===== config.mk =====
export PLATFORM = sky130hd
export DESIGN_NAME = pfc_pwm_timer
export DESIGN_NICKNAME = d
export VERILOG_FILES = /design/src/rtl/pfc_pwm_pkg.sv /design/src/rtl/pfc_pwm_phase.sv /design/src/rtl/pfc_pwm_pfc_gate.sv /design/src/rtl/pfc_pwm_pwm_gate.sv /design/src/rtl/pfc_pwm_timer.sv
export SDC_FILE = /design/constraint.sdc
export NUM_CORES = 1
export LEC_CHECK = 0
export BUFFER_PORTS_ARGS = -buffer_cell sky130_fd_sc_hd__clkbuf_2
export CAP_MARGIN = 10
export CORE_ASPECT_RATIO = 1.25
export CORE_MARGIN = 2
export CORE_UTILIZATION = 30
export DETAILED_ROUTE_END_ITERATION = 16
export HOLD_SLACK_MARGIN = 0.03
export PLACE_DENSITY = 0.45
export SLEW_MARGIN = 25
export SYNTH_ARGS = -nofsm -noshare
export SYNTH_HDL_FRONTEND = slang
export SYNTH_HIERARCHICAL = 1
export SYNTH_SLANG_ARGS = --single-unit

===== constraint.sdc =====
create_clock -name clk -period 5.7 [get_ports clk]
set_input_delay 1.14 -clock clk [delete_from_list [all_inputs] [get_ports clk]]
set_output_delay 1.14 -clock clk [all_outputs]
set_load 0.005 [all_outputs]

===== src/rtl/pfc_pwm_pkg.sv =====
// Shared types for the PFC/PWM timing generator.
package pfc_pwm_pkg;
    // Rate relation between the two stages, as set by the strap.
    typedef enum logic {
        RATIO_SAME   = 1'b0,
        RATIO_DOUBLE = 1'b1
    } ratio_e;
endpackage


===== src/rtl/pfc_pwm_phase.sv =====
// Master oscillator counter plus a toggle flip-flop divider chain.
// The output phase is {toggle stages, oscillator count}, so it counts
// through one full PFC cycle of 2^(OSC_BITS+STAGES) clocks.
// Assumes: enable low or rst_n low restarts everything at phase 0.
module pfc_pwm_phase #(
    parameter int OSC_BITS = 5,
    parameter int STAGES   = 2
) (
    input  logic                       clk,
    input  logic                       rst_n,
    input  logic                       enable,
    output logic [OSC_BITS+STAGES-1:0] phase
);
    logic [OSC_BITS-1:0] osc_q;
    logic [STAGES-1:0]   tff_q;
    logic [STAGES-1:0]   carry;

    // Each stage toggles when all lower stages and the oscillator wrap.
    assign carry[0] = &osc_q;
    generate
        for (genvar i = 1; i < STAGES; i++) begin : g_carry
            assign carry[i] = carry[i-1] & tff_q[i-1];
        end
    endgenerate

    // Master oscillator: free-running count, one master tick per wrap.
    always_ff @(posedge clk) begin
        if (!rst_n || !enable) osc_q <= '0;
        else                   osc_q <= osc_q + OSC_BITS'(1);
    end

    // Toggle divider chain, clocked by the oscillator wrap.
    always_ff @(posedge clk) begin
        if (!rst_n || !enable) begin
            tff_q <= '0;
        end else begin
            for (int i = 0; i < STAGES; i++) begin
                if (carry[i]) tff_q[i] <= ~tff_q[i];
            end
        end
    end

    assign phase = {tff_q, osc_q};

    // First divider stage must flip on every oscillator wrap.
    assert_div_toggle_R1: assert property (@(posedge clk) disable iff (!rst_n)
        (enable && carry[0]) |=> (!enable || (tff_q[0] != $past(tff_q[0]))));
endmodule


===== src/rtl/pfc_pwm_pfc_gate.sv =====
// Leading-edge PFC gate: on-window ends at a fixed slot (PER-DEAD_CNT)
// and starts earlier as the duty grows. Duty is sampled at phase 0.
// A current-limit flag cuts the gate until the next phase 0.
// Assumes: phase comes from pfc_pwm_phase and steps by one per clock.
module pfc_pwm_pfc_gate #(
    parameter int PER_BITS = 7,
    parameter int DEAD_CNT = 2,
    parameter int CMD_W    = 8
) (
    input  logic                clk,
    input  logic                rst_n,
    input  logic                enable,
    input  logic [PER_BITS-1:0] phase,
    input  logic [CMD_W-1:0]    duty,
    input  logic                ilim,
    output logic                gate,
    output logic                cyc_start
);
    localparam int PER    = 1 << PER_BITS;
    localparam int MAX_ON = PER - DEAD_CNT;
    localparam int WW     = (CMD_W > PER_BITS) ? CMD_W + 1 : PER_BITS + 1;
    localparam logic [WW-1:0] MAX_ON_W = WW'(MAX_ON);

    logic [WW-1:0] duty_w, phase_w, width_now, width_q, width_eff, on_from;
    logic          top_slot, hold_q, hold_nxt, in_win;
    logic [WW-1:0] run_q;

    assign duty_w    = WW'(duty);
    assign phase_w   = WW'(phase);
    assign top_slot  = (phase == '0);
    // Clip the command to leave the dead time in every cycle.
    assign width_now = (duty_w > MAX_ON_W) ? MAX_ON_W : duty_w;
    assign width_eff = top_slot ? width_now : width_q;
    assign on_from   = MAX_ON_W - width_eff;
    assign in_win    = (phase_w >= on_from) && (phase_w < MAX_ON_W);
    // Limit latch: cleared at cycle start, set by the flag in any slot.
    assign hold_nxt  = (hold_q & ~top_slot) | ilim;

    // Register width, limit latch, gate and strobe.
    always_ff @(posedge clk) begin
        if (!rst_n || !enable) begin
            width_q   <= '0;
            hold_q    <= 1'b0;
            gate      <= 1'b0;
            cyc_start <= 1'b0;
        end else begin
            width_q   <= width_eff;
            hold_q    <= hold_nxt;
            gate      <= in_win & ~hold_nxt;
            cyc_start <= top_slot;
        end
    end

    // Checker: length of the current high run of the gate.
    always_ff @(posedge clk) begin
        if (!rst_n || !enable) run_q <= '0;
        else if (gate)         run_q <= run_q + WW'(1);
        else                   run_q <= '0;
    end

    assert_pfc_run_cap_R4: assert property (@(posedge clk) disable iff (!rst_n)
        run_q <= MAX_ON_W);
    assert_pfc_ilim_R8: assert property (@(posedge clk) disable iff (!rst_n)
        (enable && ilim) |=> !gate);
endmodule


===== src/rtl/pfc_pwm_pwm_gate.sv =====
// Trailing-edge PWM gate: turns on at its cycle start and off after the
// sampled width. Its cycle is offset from the PFC cycle by DEAD_CNT so
// that turn-on coincides with PFC turn-off. In double-rate mode the top
// divider stage is masked, so the cycle repeats every half PFC period.
// Assumes: ratio_dbl changes only while enable is low.
module pfc_pwm_pwm_gate #(
    parameter int PER_BITS   = 7,
    parameter int DEAD_CNT   = 2,
    parameter int BLANK_CNT  = 4,
    parameter int PWM_OFFSET = 16,
    parameter int CMD_W      = 8
) (
    input  logic                clk,
    input  logic                rst_n,
    input  logic                enable,
    input  logic                ratio_dbl,
    input  logic [PER_BITS-1:0] phase,
    input  logic [CMD_W-1:0]    cmd,
    input  logic                ilim,
    output logic                gate,
    output logic                cyc_start
);
    localparam int PER   = 1 << PER_BITS;
    localparam int WW    = (CMD_W > PER_BITS) ? CMD_W + 1 : PER_BITS + 1;
    localparam logic [WW-1:0] CAP_SAME = WW'(PER / 2 - DEAD_CNT);
    localparam logic [WW-1:0] CAP_DBL  = WW'(PER / 4 - DEAD_CNT);
    localparam logic [WW-1:0] OFF_W    = WW'(PWM_OFFSET);
    localparam logic [WW-1:0] BLANK_W  = WW'(BLANK_CNT);

    logic [PER_BITS-1:0] shifted, pos;
    logic [WW-1:0]       pos_w, cmd_w, cap, net, width_now, width_q, width_eff;
    logic                start_now, blank_over, hold_q, hold_nxt;
    logic [WW-1:0]       run_q;

    // Local PWM position: PFC phase advanced by the dead time, folded.
    assign shifted    = phase + PER_BITS'(DEAD_CNT);
    assign pos        = ratio_dbl ? {1'b0, shifted[PER_BITS-2:0]} : shifted;
    assign pos_w      = WW'(pos);
    assign start_now  = (pos == '0);
    // Built-in offset, then the just-under-half-period cap.
    assign cmd_w      = WW'(cmd);
    assign cap        = ratio_dbl ? CAP_DBL : CAP_SAME;
    assign net        = (cmd_w > OFF_W) ? (cmd_w - OFF_W) : '0;
    assign width_now  = (net > cap) ? cap : net;
    assign width_eff  = start_now ? width_now : width_q;
    // Limit flag counts only after the blanking window.
    assign blank_over = (pos_w >= BLANK_W);
    assign hold_nxt   = (hold_q & ~start_now) | (ilim & blank_over);

    // Register width, limit latch, gate and strobe.
    always_ff @(posedge clk) begin
        if (!rst_n || !enable) begin
            width_q   <= '0;
            hold_q    <= 1'b0;
            gate      <= 1'b0;
            cyc_start <= 1'b0;
        end else begin
            width_q   <= width_eff;
            hold_q    <= hold_nxt;
            gate      <= (pos_w < width_eff) & ~hold_nxt;
            cyc_start <= start_now;
        end
    end

    // Checker: length of the current high run of the gate.
    always_ff @(posedge clk) begin
        if (!rst_n || !enable) run_q <= '0;
        else if (gate)         run_q <= run_q + WW'(1);
        else                   run_q <= '0;
    end

    assert_pwm_run_cap_R7: assert property (@(posedge clk) disable iff (!rst_n)
        run_q <= cap);
    assert_pwm_ilim_R9: assert property (@(posedge clk) disable iff (!rst_n)
        (enable && ilim && blank_over) |=> !gate);
    assert_pwm_zero_R6: assert property (@(posedge clk) disable iff (!rst_n)
        (enable && start_now && (cmd_w <= OFF_W)) |=> !gate);
endmodule


===== src/rtl/pfc_pwm_timer.sv =====
// Top of the interleaved PFC/PWM gate timing generator. One phase
// generator feeds a leading-edge PFC gate and a trailing-edge PWM gate.
// Assumes: ratio_sel is a strap, changed only while enable is low.
module pfc_pwm_timer #(
    parameter int OSC_BITS   = 5,
    parameter int DEAD_CNT   = 2,
    parameter int BLANK_CNT  = 4,
    parameter int PWM_OFFSET = 16,
    parameter int CMD_W      = 8
) (
    input  logic             clk,
    input  logic             rst_n,
    input  logic             enable,
    input  logic             ratio_sel,
    input  logic [CMD_W-1:0] pfc_duty,
    input  logic [CMD_W-1:0] pwm_cmd,
    input  logic             pfc_ilim,
    input  logic             pwm_ilim,
    output logic             pfc_gate,
    output logic             pwm_gate,
    output logic             pfc_start,
    output logic             pwm_start
);
    import pfc_pwm_pkg::*;

    localparam int STAGES   = 2;
    localparam int PER_BITS = OSC_BITS + STAGES;

    logic [PER_BITS-1:0] phase;
    ratio_e              ratio_mode;

    assign ratio_mode = ratio_e'(ratio_sel);

    pfc_pwm_phase #(
        .OSC_BITS (OSC_BITS),
        .STAGES   (STAGES)
    ) u_phase (
        .clk    (clk),
        .rst_n  (rst_n),
        .enable (enable),
        .phase  (phase)
    );

    pfc_pwm_pfc_gate #(
        .PER_BITS (PER_BITS),
        .DEAD_CNT (DEAD_CNT),
        .CMD_W    (CMD_W)
    ) u_pfc (
        .clk       (clk),
        .rst_n     (rst_n),
        .enable    (enable),
        .phase     (phase),
        .duty      (pfc_duty),
        .ilim      (pfc_ilim),
        .gate      (pfc_gate),
        .cyc_start (pfc_start)
    );

    pfc_pwm_pwm_gate #(
        .PER_BITS   (PER_BITS),
        .DEAD_CNT   (DEAD_CNT),
        .BLANK_CNT  (BLANK_CNT),
        .PWM_OFFSET (PWM_OFFSET),
        .CMD_W      (CMD_W)
    ) u_pwm (
        .clk       (clk),
        .rst_n     (rst_n),
        .enable    (enable),
        .ratio_dbl (ratio_mode == RATIO_DOUBLE),
        .phase     (phase),
        .cmd       (pwm_cmd),
        .ilim      (pwm_ilim),
        .gate      (pwm_gate),
        .cyc_start (pwm_start)
    );

    assert_idle_when_off_R11: assert property (@(posedge clk) disable iff (!rst_n)
        !enable |=> (!pfc_gate && !pwm_gate && !pfc_start && !pwm_start));
    assert_pwm_rise_at_start_R2: assert property (@(posedge clk) disable iff (!rst_n)
        $rose(pwm_gate) |-> pwm_start);
    assert_pfc_strobe_single_R1: assert property (@(posedge clk) disable iff (!rst_n)
        pfc_start |=> !pfc_start);
endmodule


==> Flow_metrics.wiki <==
{| class="wikitable"
! Metric !! Value
|-
| Number of rows in the core area || 34
|-
| Highest net fanout along the worst path || 6
|-
| Post-layout net count || 320
|-
| Placed standard-cell area || 0.002344 sq mm
|-
| Antenna-violating nets left || 0
|-
| DR DRC count || 0
|-
| Number of buffers on the longest clock path || 2
|-
| Min Tclk post-route || 4.797 ns
|-
| Headroom to the max-slew limit || 64.95%
|-
| Worst Setup End Kind || flip-flop
|-
| Vias in the first global route || 1908
|-
| Number of buffers added by the clock tree synthesis step || 5
|-
| Floorplan die area || 0.007780 sq mm
|-
| Wire length per cell after detailed routing || 13.51 microns
|-
| Die width || 79.29 microns
|-
| Sort of element at the start of the critical path || primary input
|-
| Number of instances in the synthesized netlist || 252
|-
| Fraction of the yosys area taken by sequential cells || 29.19%
|-
| Clock Sink Count || 31
|-
| Number of cells on the worst hold path || 2
|-
| Count of flip-flops with a built-in enable after synthesis || 0
|-
| Final-layout setup total negative slack || 0 ns
|-
| Pins Over Slew Limit || 0
|-
| RSZ-0062 raised after global routing || false
|-
| Reg2Reg Setup Slack || 2.05 ns
|-
| CTS resizes || 0
|-
| Number of unique standard cell types used by synthesis || 59
|-
| Final cell count without fillers || 369
|-
| Actual transition at the worst max-transition pin || 0.5251 ns
|-
| Share of the core filled with cells || 34.97%
|-
| Crit Path Category || in2reg
|-
| Cell total after placement || 361
|-
| Die boundary height || 98.12 microns
|-
| Post-CTS clock slew at the launch and capture registers of the worst setup and hold paths || 0.06 ns
|-
| Routed via count || 1904
|-
| Global-route wire length before repair || 8721 microns
|-
| Drt initial violations || 33
|-
| Post-synth design cell area || 0.002126 sq mm
|-
| Final critical-path share of the clock period || 84.16%
|-
| Hold Path Origin || u_pwm/width_q[6]$_SDFF_PP0_
|-
| Depth of the CTS H-tree || 2
|-
| Average footprint of a synthesized cell || 8.436 sq um
|-
| Async set or reset register ratio after synthesis || 0%
|-
| Peak supply drop || 0.1097 mV
|-
| Core Area || 0.006934 sq mm
|-
| Pin count of the biggest net entering global routing || 17
|-
| Capturing point of the worst reg2reg path || u_pfc/gate$_SDFF_PP0_
|-
| Aggregate global-route resource usage || 13.79%
|-
| Max-cap violation count || 0
|-
| Pwr per Cell Area || 196.9 mW/mm^2
|-
| Flop and latch count out of synthesis || 31
|-
| Peak clock frequency supported by timing || 208.5 MHz
|-
| Worst Clk Skew || 0.003117 ns
|-
| Dominant synthesized flop cell || sky130_fd_sc_hd__dfxtp_1
|-
| # IOs || 26
|-
| Grt ovf || 0
|-
| Hold-fix buffer count after cts || 0
|-
| Logic depth of the worst register-to-register path || 13
|-
| Fraction of final layout cells with drive strength greater than 1 || 18.28%
|-
| Iteration count of the initial detailed-routing pass || 5
|-
| Clock root buffer || sky130_fd_sc_hd__clkbuf_8
|-
| Worst hold path endpoint || u_pwm/width_q[6]$_SDFF_PP0_
|-
| Area delta synth->final || 14.07%
|-
| PnR worst setup slack || 0.9030 ns
|-
| Final count of hold timing violations || 0
|-
| Count of yosys warnings during synthesis || 6
|-
| Fin Hold WS || 0.4579 ns
|-
| Result of the run || finished, final reports clean
|-
| Final GP Congestion || 0.8224
|-
| Antenna diode count || 0
|-
| Pre-CTS setup slack || 0.6261 ns
|-
| Layout Cell Area excl Fill || 0.002425 sq mm
|-
| TritonCTS clock tree || done
|-
| Leak || 1.001 nW
|-
| Number of antenna violations at the first check in global routing || 0
|-
| Number of nets in the synthesized netlist || 294
|-
| Number of setup buffers added after CTS || 0
|-
| Finish-stage setup viols || 0
|-
| Average vias per placed instance || 5.160
|-
| Quantity of I/O buffers inserted on ports || 25
|-
| Starting density of the core || 30.66%
|-
| Data arrival time at the worst-slack endpoint || 4.97 ns
|-
| DP Wirelength || 3823 microns
|-
| Min-Delay Path Class || reg2reg
|-
| Routed WL || 4985 microns
|-
| Reg-to-reg startpoint || u_phase/tff_q[0]$_SDFFE_PP0P_
|-
| Source-to-sink clock delay at the later pin of the worst-skew pair || 0.27 ns
|-
| Power, Total || 0.4774 mW
|-
| Final-layout fill cell count || 733
|-
| Most frequent cells in the layout || sky130_fd_sc_hd__nor2_1, sky130_fd_sc_hd__dfxtp_1, sky130_fd_sc_hd__clkbuf_2
|-
| CP Data Required Time || 5.87 ns
|}
sequential cells by signal (all words and copies together), names as in the netlist:
| register | cells |
|---|---|
| u_pwm/cyc_start | 1 |
| u_pfc/hold_q | 1 |
| u_phase/tff_q | 2 |
| u_pfc/gate | 1 |
| u_pwm/gate | 1 |
| u_pfc/cyc_start | 1 |
| u_phase/osc_q | 5 |
| u_pfc/width_q | 9 |
| u_pwm/hold_q | 1 |
| u_pwm/width_q | 9 |
cells in the mapped netlist (all sizes together) (3+ instances only):
cell type   n  area share [%]
o22ai       3            0.88
nor3        6             1.4
or2         3            0.88
dfxtp      31              29
inv         8             1.4
mux2i       5             2.4
buf         3            0.71
nand3       8             2.1
and2        6             1.9
a311oi      3             1.2
nor4        3             1.6
nand4       5             1.5
clkbuf      5            0.94
a21oi      13             3.2
nand2      19             3.5
and3        6             1.8
nor2b       3            0.88
nor2       31             5.5
xor2        4             1.6
nand2b      3            0.88
o21ai      13             3.4
ha         20              12
a211oi      4             1.4
o221a       4             2.1
xnor2       9             3.7
or3         4             1.2
final cells by class:
type | instances | area, sq um | share of cell area, %
clock buffer | 7 | 76.32 | 3.148
tap | 90 | 112.6 | 4.644
sequential | 31 | 620.6 | 25.59
inverter | 8 | 30.03 | 1.238
timing repair buffer | 27 | 140.1 | 5.779
multi-input combinational | 205 | 1440 | 59.39
clock inverter | 1 | 5.005 | 0.2064
power breakdown:
group          switching (mW)  total, mW  internal [mW]
registers             0.00557      0.228          0.222
clock network          0.0774      0.163         0.0855
logic                  0.0504     0.0866         0.0363
cell families (layout without fill, tap and decap cells):
kind of cell | after synthesis | after routing | synth area share (%)
AO/OA/AOI/OAI | 60 | 60 | 21.01
flip-flops | 31 | 31 | 29.19
AND/OR/NAND/NOR | 107 | 107 | 27.25
adder cells (fa/ha/maj) | 20 | 20 | 11.77
buffers and inverters | 16 | 43 | 3.060
multiplexers | 5 | 5 | 2.354
XOR/XNOR | 13 | 13 | 5.356
routing by layer:
layer | global-route usage (%) | up-vias | part of all wire [%]
met1 | 16.65 | 872 | 46
met2 | 23.73 | 33 | 49
met3 | 2.495 | 11 | 2.6
met5 | 0 | - | 0
met4 | 5.836 | 0 | 2.2
li1 | - | 988 | -
critical path: stages:
cell                        delay (ns)
sky130_fd_sc_hd__clkbuf_2         0.11
sky130_fd_sc_hd__inv_1            0.08
sky130_fd_sc_hd__ha_1             0.13
sky130_fd_sc_hd__or4b_2           0.58
sky130_fd_sc_hd__o41ai_1          0.26
sky130_fd_sc_hd__buf_4            0.18
sky130_fd_sc_hd__nor2_1           0.05
sky130_fd_sc_hd__ha_1             0.28
sky130_fd_sc_hd__a311o_1          0.27
sky130_fd_sc_hd__o41a_1           0.12
sky130_fd_sc_hd__o21ai_0          0.21
sky130_fd_sc_hd__nand2_1          0.17
sky130_fd_sc_hd__o22ai_1          0.17
sky130_fd_sc_hd__ha_1             0.27
sky130_fd_sc_hd__a21oi_1          0.14
sky130_fd_sc_hd__o21ai_0          0.15
sky130_fd_sc_hd__o31ai_1          0.24
sky130_fd_sc_hd__mux2i_1          0.12
sky130_fd_sc_hd__a2111oi_2        0.30
how the worst max path moves through the flow:
stage	slack [ns]	from	endpoint
after floorplan	0.91	pwm_cmd[5]	u_pwm/gate$_SDFF_PP0_
after CTS	0.90	pwm_cmd[5]	u_pwm/gate$_SDFF_PP0_
after detailed placement	0.63	pwm_cmd[5]	u_pwm/gate$_SDFF_PP0_
final	0.90	pwm_cmd[5]	u_pwm/gate$_SDFF_PP0_
after global placement	0.73	pwm_cmd[5]	u_pwm/gate$_SDFF_PP0_
after global routing	0.65	pwm_cmd[5]	u_pwm/gate$_SDFF_PP0_
(Power assumes the default switching activity.)
